`config.mk`:
```
export PLATFORM = sky130hd
export DESIGN_NAME = wdg_staged_top
export DESIGN_NICKNAME = d
export VERILOG_FILES = /design/src/rtl/wdg_pkg.sv /design/src/rtl/wdg_prescaler.sv /design/src/rtl/wdg_countdown.sv /design/src/rtl/wdg_stage_ctl.sv /design/src/rtl/wdg_staged_top.sv
export SDC_FILE = /design/constraint.sdc
export NUM_CORES = 1
export LEC_CHECK = 0
export BUFFER_PORTS_ARGS = -buffer_cell sky130_fd_sc_hd__buf_2
export CAP_MARGIN = 10
export CORE_MARGIN = 4
export CORE_UTILIZATION = 50
export DETAILED_ROUTE_END_ITERATION = 7
export GPL_TIMING_DRIVEN = 0
export PLACE_DENSITY = 0.72
export SLEW_MARGIN = 20
export SYNTH_ARGS = -nofsm -noshare
export SYNTH_HDL_FRONTEND = slang
export SYNTH_SLANG_ARGS = --single-unit
```
`constraint.sdc`:
```
create_clock -name clk_i -period 4.25 [get_ports clk_i]
set_clock_uncertainty 0.2 [all_clocks]
set_input_delay 0.425 -clock clk_i [delete_from_list [all_inputs] [get_ports clk_i]]
set_output_delay 0.425 -clock clk_i [all_outputs]
set_load 0.02 [all_outputs]
```
`src/rtl/wdg_pkg.sv`:
```
package wdg_pkg;
  // Stage encoding matches the mode value that caps it.
  typedef enum logic [1:0] {
    ST_IDLE = 2'd0,
    ST_IRQ  = 2'd1,
    ST_NMI  = 2'd2,
    ST_RST  = 2'd3
  } wdg_stage_e;
endpackage

```
`src/rtl/wdg_prescaler.sv`:
```
module wdg_prescaler #(
  parameter int DIV_LOG2 = 8
) (
  input  logic clk_i,
  input  logic rst_ni,
  input  logic clr_i,
  input  logic en_i,
  output logic tick_o
);
  logic [DIV_LOG2-1:0] pre_q, pre_d;

  always_comb begin
    pre_d = pre_q;
    if (clr_i)     pre_d = '0;
    else if (en_i) pre_d = pre_q + 1'b1;
  end

  assign tick_o = en_i & ~clr_i & (&pre_q);

  always_ff @(posedge clk_i or negedge rst_ni) begin
    if (!rst_ni) pre_q <= '0;
    else         pre_q <= pre_d;
  end
endmodule

```
`src/rtl/wdg_countdown.sv`:
```
module wdg_countdown #(
  parameter int LEN_W = 16,
  parameter int LOW_W = 8,
  localparam int CNT_W = LEN_W + LOW_W
) (
  input  logic             clk_i,
  input  logic             rst_ni,
  input  logic             load_i,
  input  logic [LEN_W-1:0] len_i,
  input  logic             tick_i,
  output logic [CNT_W-1:0] count_o,
  output logic             expire_o
);
  logic [CNT_W-1:0] cnt_q, cnt_d, reload;

  assign reload   = {len_i, {LOW_W{1'b1}}};
  assign expire_o = tick_i & ~load_i & (cnt_q == '0);

  always_comb begin
    cnt_d = cnt_q;
    if (load_i || expire_o) cnt_d = reload;
    else if (tick_i)        cnt_d = cnt_q - 1'b1;
  end

  always_ff @(posedge clk_i or negedge rst_ni) begin
    if (!rst_ni) cnt_q <= '0;
    else         cnt_q <= cnt_d;
  end

  assign count_o = cnt_q;
endmodule

```
`src/rtl/wdg_stage_ctl.sv`:
```
module wdg_stage_ctl
  import wdg_pkg::*;
(
  input  logic       clk_i,
  input  logic       rst_ni,
  input  logic       clr_i,
  input  logic       expire_i,
  input  logic [1:0] cap_i,
  output logic       irq_o,
  output logic       nmi_o,
  output logic       rst_o
);
  wdg_stage_e stage_q, stage_d;

  always_comb begin
    stage_d = stage_q;
    if (clr_i)
      stage_d = ST_IDLE;
    else if (expire_i && (logic'(2'(stage_q) < cap_i)))
      stage_d = wdg_stage_e'(2'(stage_q) + 2'd1);
  end

  always_ff @(posedge clk_i or negedge rst_ni) begin
    if (!rst_ni) stage_q <= ST_IDLE;
    else         stage_q <= stage_d;
  end

  assign irq_o = (stage_q != ST_IDLE);
  assign nmi_o = (stage_q == ST_NMI) || (stage_q == ST_RST);
  assign rst_o = (stage_q == ST_RST);
endmodule

```
`src/rtl/wdg_staged_top.sv`:
```
module wdg_staged_top #(
  parameter int DIV_LOG2 = 8,
  parameter int LEN_W    = 16,
  parameter int LOW_W    = 8,
  localparam int CNT_W   = LEN_W + LOW_W
) (
  input  logic             clk_i,
  input  logic             rst_ni,
  input  logic             cfg_we_i,
  input  logic [LEN_W-1:0] cfg_len_i,
  input  logic [1:0]       cfg_mode_i,
  input  logic             poke_i,
  output logic [CNT_W-1:0] count_o,
  output logic             irq_o,
  output logic             nmi_o,
  output logic             rst_req_o
);
  logic [LEN_W-1:0] len_q, len_sel;
  logic [1:0]       mode_q;
  logic             restart, tick, expire, run_en;

  always_ff @(posedge clk_i or negedge rst_ni) begin
    if (!rst_ni) begin
      len_q  <= '0;
      mode_q <= '0;
    end else if (cfg_we_i) begin
      len_q  <= cfg_len_i;
      mode_q <= cfg_mode_i;
    end
  end

  assign restart = cfg_we_i | poke_i;
  assign run_en  = (mode_q != 2'd0);
  assign len_sel = cfg_we_i ? cfg_len_i : len_q;

  wdg_prescaler #(.DIV_LOG2(DIV_LOG2)) u_pre (
    .clk_i (clk_i),
    .rst_ni(rst_ni),
    .clr_i (restart),
    .en_i  (run_en),
    .tick_o(tick)
  );

  wdg_countdown #(.LEN_W(LEN_W), .LOW_W(LOW_W)) u_cnt (
    .clk_i   (clk_i),
    .rst_ni  (rst_ni),
    .load_i  (restart),
    .len_i   (len_sel),
    .tick_i  (tick),
    .count_o (count_o),
    .expire_o(expire)
  );

  wdg_stage_ctl u_stage (
    .clk_i   (clk_i),
    .rst_ni  (rst_ni),
    .clr_i   (restart),
    .expire_i(expire),
    .cap_i   (mode_q),
    .irq_o   (irq_o),
    .nmi_o   (nmi_o),
    .rst_o   (rst_req_o)
  );
endmodule

```
==> impl_metrics.json <==
{
  "ys_types": 47,
  "mostFrequentLayoutCell": "dfrtp_1",
  "cap_violations": 0,
  "num_vias": 2357,
  "period_minus_slack_ns": 2.71,
  "nets": 372,
  "timing.rr.end": "u_cnt.count_o[8]",
  "status": "complete, no violations",
  "multi_input_area_um2": 1390,
  "maxSlewHeadroom": 0.529,
  "synth_edf_count": 0,
  "drive_above_1_share": 0.256,
  "dr.pass1.iters": 4,
  "dieArea_um2": 6870,
  "drt-vias-per-instance": 5.69,
  "ant_nets": 0,
  "cts_resized": 0,
  "end_kind": "flop",
  "pre_cts_ws_ns": 1.58,
  "path_clk_slew_ns": 0.09,
  "ys_seq_elements": 52,
  "critPathKind": "reg -> reg",
  "start_util": 0.532,
  "clock_sinks": 52,
  "hold_path_end": "mode_q[1]",
  "crit_fanout": 10,
  "grt_pass1_wl_mm": 10.9,
  "hold_depth": 3,
  "crit_path_start_kind": "flop",
  "critPathLaunch": "u_cnt.count_o[18]",
  "antenna_cells": 0,
  "fmax_ghz": 0.369,
  "yosysSeqAreaShare": 0.464,
  "numCtsBuffers": 5,
  "place_congestion": 0.884,
  "seqCellArea_um2": 1300,
  "drt_iter0_markers": 151,
  "wl_per_cell_um": 15.4,
  "yosys_warnings": 0,
  "p_leak_uw": 0.00141,
  "fillers": 487,
  "synthCells": 287,
  "fin_setup_tns_ns": 0,
  "synth_flop_cell": "dfrtp_1",
  "drc_errors": 0,
  "drv_slew": 0,
  "tightest_slew_ns": 0.706,
  "ff2ff_path_depth": 8,
  "die_y_um": 82.9,
  "clk_path_buf_depth": 2,
  "powerDensity_nw_per_um2": 310,
  "cts_max_level": 2,
  "syn_area_um2": 2800,
  "grt_max_degree": 53,
  "ioPinCount": 49,
  "worst_slack_ns": 1.54,
  "r2r_slack_ns": 1.54,
  "cp.required_ns": 4.25,
  "setup_violations": 0,
  "grt_pass1_vias": 2302,
  "grt_antenna_before_repair": 0,
  "post-route-period-util": 0.638,
  "reg2reg_from": "u_cnt.count_o[18]",
  "port_buffers": 48,
  "area_growth_syn_to_layout_pct": 15.4,
  "synth_area_per_cell_um2": 9.77,
  "core_um2": 5270,
  "hp-class": "in -> reg",
  "final-hold-violation-count": 0,
  "hp-start": "cfg_mode_i[1]",
  "grt_use_total": 0.190,
  "num_rows": 26,
  "rsz0062_at_grt": "false",
  "ys_async_sr_fraction": 1.00,
  "die_x_um": 82.9,
  "worstSkewPairLatency_ns": 0.30,
  "dpl.hpwl_mm": 4.71,
  "ir_drop_mv": 0.142,
  "grt-ovfl-total": 0,
  "drt-total-wl_mm": 6.36,
  "root_buffer": "clkbuf_8",
  "mostFrequentLayoutCells": "dfrtp_1 (52), buf_2 (51), nor2_1 (31)",
  "synth_nets": 316,
  "cts_tree": "yes",
  "worst_ep_arrival_time_ns": 2.71
}
-- power breakdown --
part | internal, uW | total, uW | switching [uW] | leakage [uW]
clock network | 130 | 287 | 157 | 0.0000510
registers | 531 | 568 | 36.9 | 0.000609
logic | 60.5 | 148 | 87.1 | 0.000750
-- worst max-delay path: stages, from the launching register on --
cell and delay [ns]:
dfrtp_1 0.44, or4_1 0.53, clkbuf_1 0.17, nor2_1 0.34, nand4_4 0.25, o21ai_1 0.25, buf_2 0.25, a32oi_1 0.09
o41ai_1 0.09
-- area by class of cell --
cell class | count | share of cell area
Clock inverter | 2 | 0.00309
Sequential cell | 52 | 0.402
Multi-Input combinational cell | 209 | 0.430
Buffer | 14 | 0.0201
Inverter | 12 | 0.0139
Tap cell | 70 | 0.0271
Clock buffer | 6 | 0.0255
Timing Repair Buffer | 49 | 0.0781
-- per-layer routing --
metal,vias to the layer above,track usage,part of all wire
met5,-,0,0
met4,0,0.0505,0.0090
met3,6,0.0426,0.059
met2,78,0.313,0.48
met1,1115,0.251,0.45
li1,1158,-,-
-- how the worst max path moves through the flow --
stage,to,cells past startpoint
final,u_cnt.count_o[8],8
after global routing,u_cnt.count_o[8],8
after CTS,u_cnt.count_o[10],6
after detailed placement,u_cnt.count_o[10],6
after global placement,u_cnt.count_o[10],6
after floorplan,u_cnt.count_o[8],8
-- synthesized netlist by cell type (2+ instances only) --
master,count,area (um2)
nor3_1,13,65.1
mux2_2,17,191
ha_1,7,87.6
or4_1,3,22.5
buf_2,4,20.0
a21oi_1,16,80.1
nor4_4,2,42.5
nand2_1,14,52.6
nand4_1,3,18.8
o211ai_1,5,37.5
nor2_1,31,116
a32oi_1,4,35.0
inv_1,12,45.0
dfrtp_1,52,1300
o21ai_0,16,80.1
nand3_1,16,80.1
nor4_1,4,25.0
o311ai_1,2,17.5
clkbuf_1,9,33.8
and2_1,2,12.5
o21ai_1,7,35.0
mux2i_1,2,20.0
or2_2,3,18.8
nor2b_1,3,18.8
xnor2_1,2,17.5
o41ai_1,2,17.5
and3_1,6,37.5
o31ai_1,2,15.0
or3_1,4,25.0
xor2_1,6,52.6
o21a_1,2,15.0
-- sequential cells by signal (all words and copies together), names as in the netlist --
name,count
u_cnt.count_o,24
len_q,16
u_pre.pre_q,8
mode_q,2
u_stage.stage_q,2
-- repair_timing --
item	4_1_cts	5_1_grt
buffers inserted	0	0
hold buffers	1	0
endpoints found under the hold margin	52	0
-- per-stage QoR --
step / hold WS [ns] / total power (uW) / util / instances / instance area [um2]
2_1_floorplan: -0.0706 / 662 / - / 287 / 2800
3_3_place_gp: 0.282 / 722 / 0.594 / 405 / 3130
3_5_place_dp: 0.287 / 726 / 0.594 / 405 / 3130
4_1_cts: 0.125 / 1010 / 0.614 / 414 / 3240
5_1_grt: 0.142 / 1050 / 0.614 / 414 / 3240
6_report: 0.134 / 1000 / 0.614 / 414 / 3240
-- cell families after synthesis --
group | share of synthesized area
XOR/XNOR | 0.0250
buffers and inverters | 0.0393
AO/OA/AOI/OAI | 0.150
AND/OR/NAND/NOR | 0.215
adder cells (fa/ha/maj) | 0.0312
flip-flops | 0.464
multiplexers | 0.0754
No activity file was read; power rests on OpenSTA's default activity.
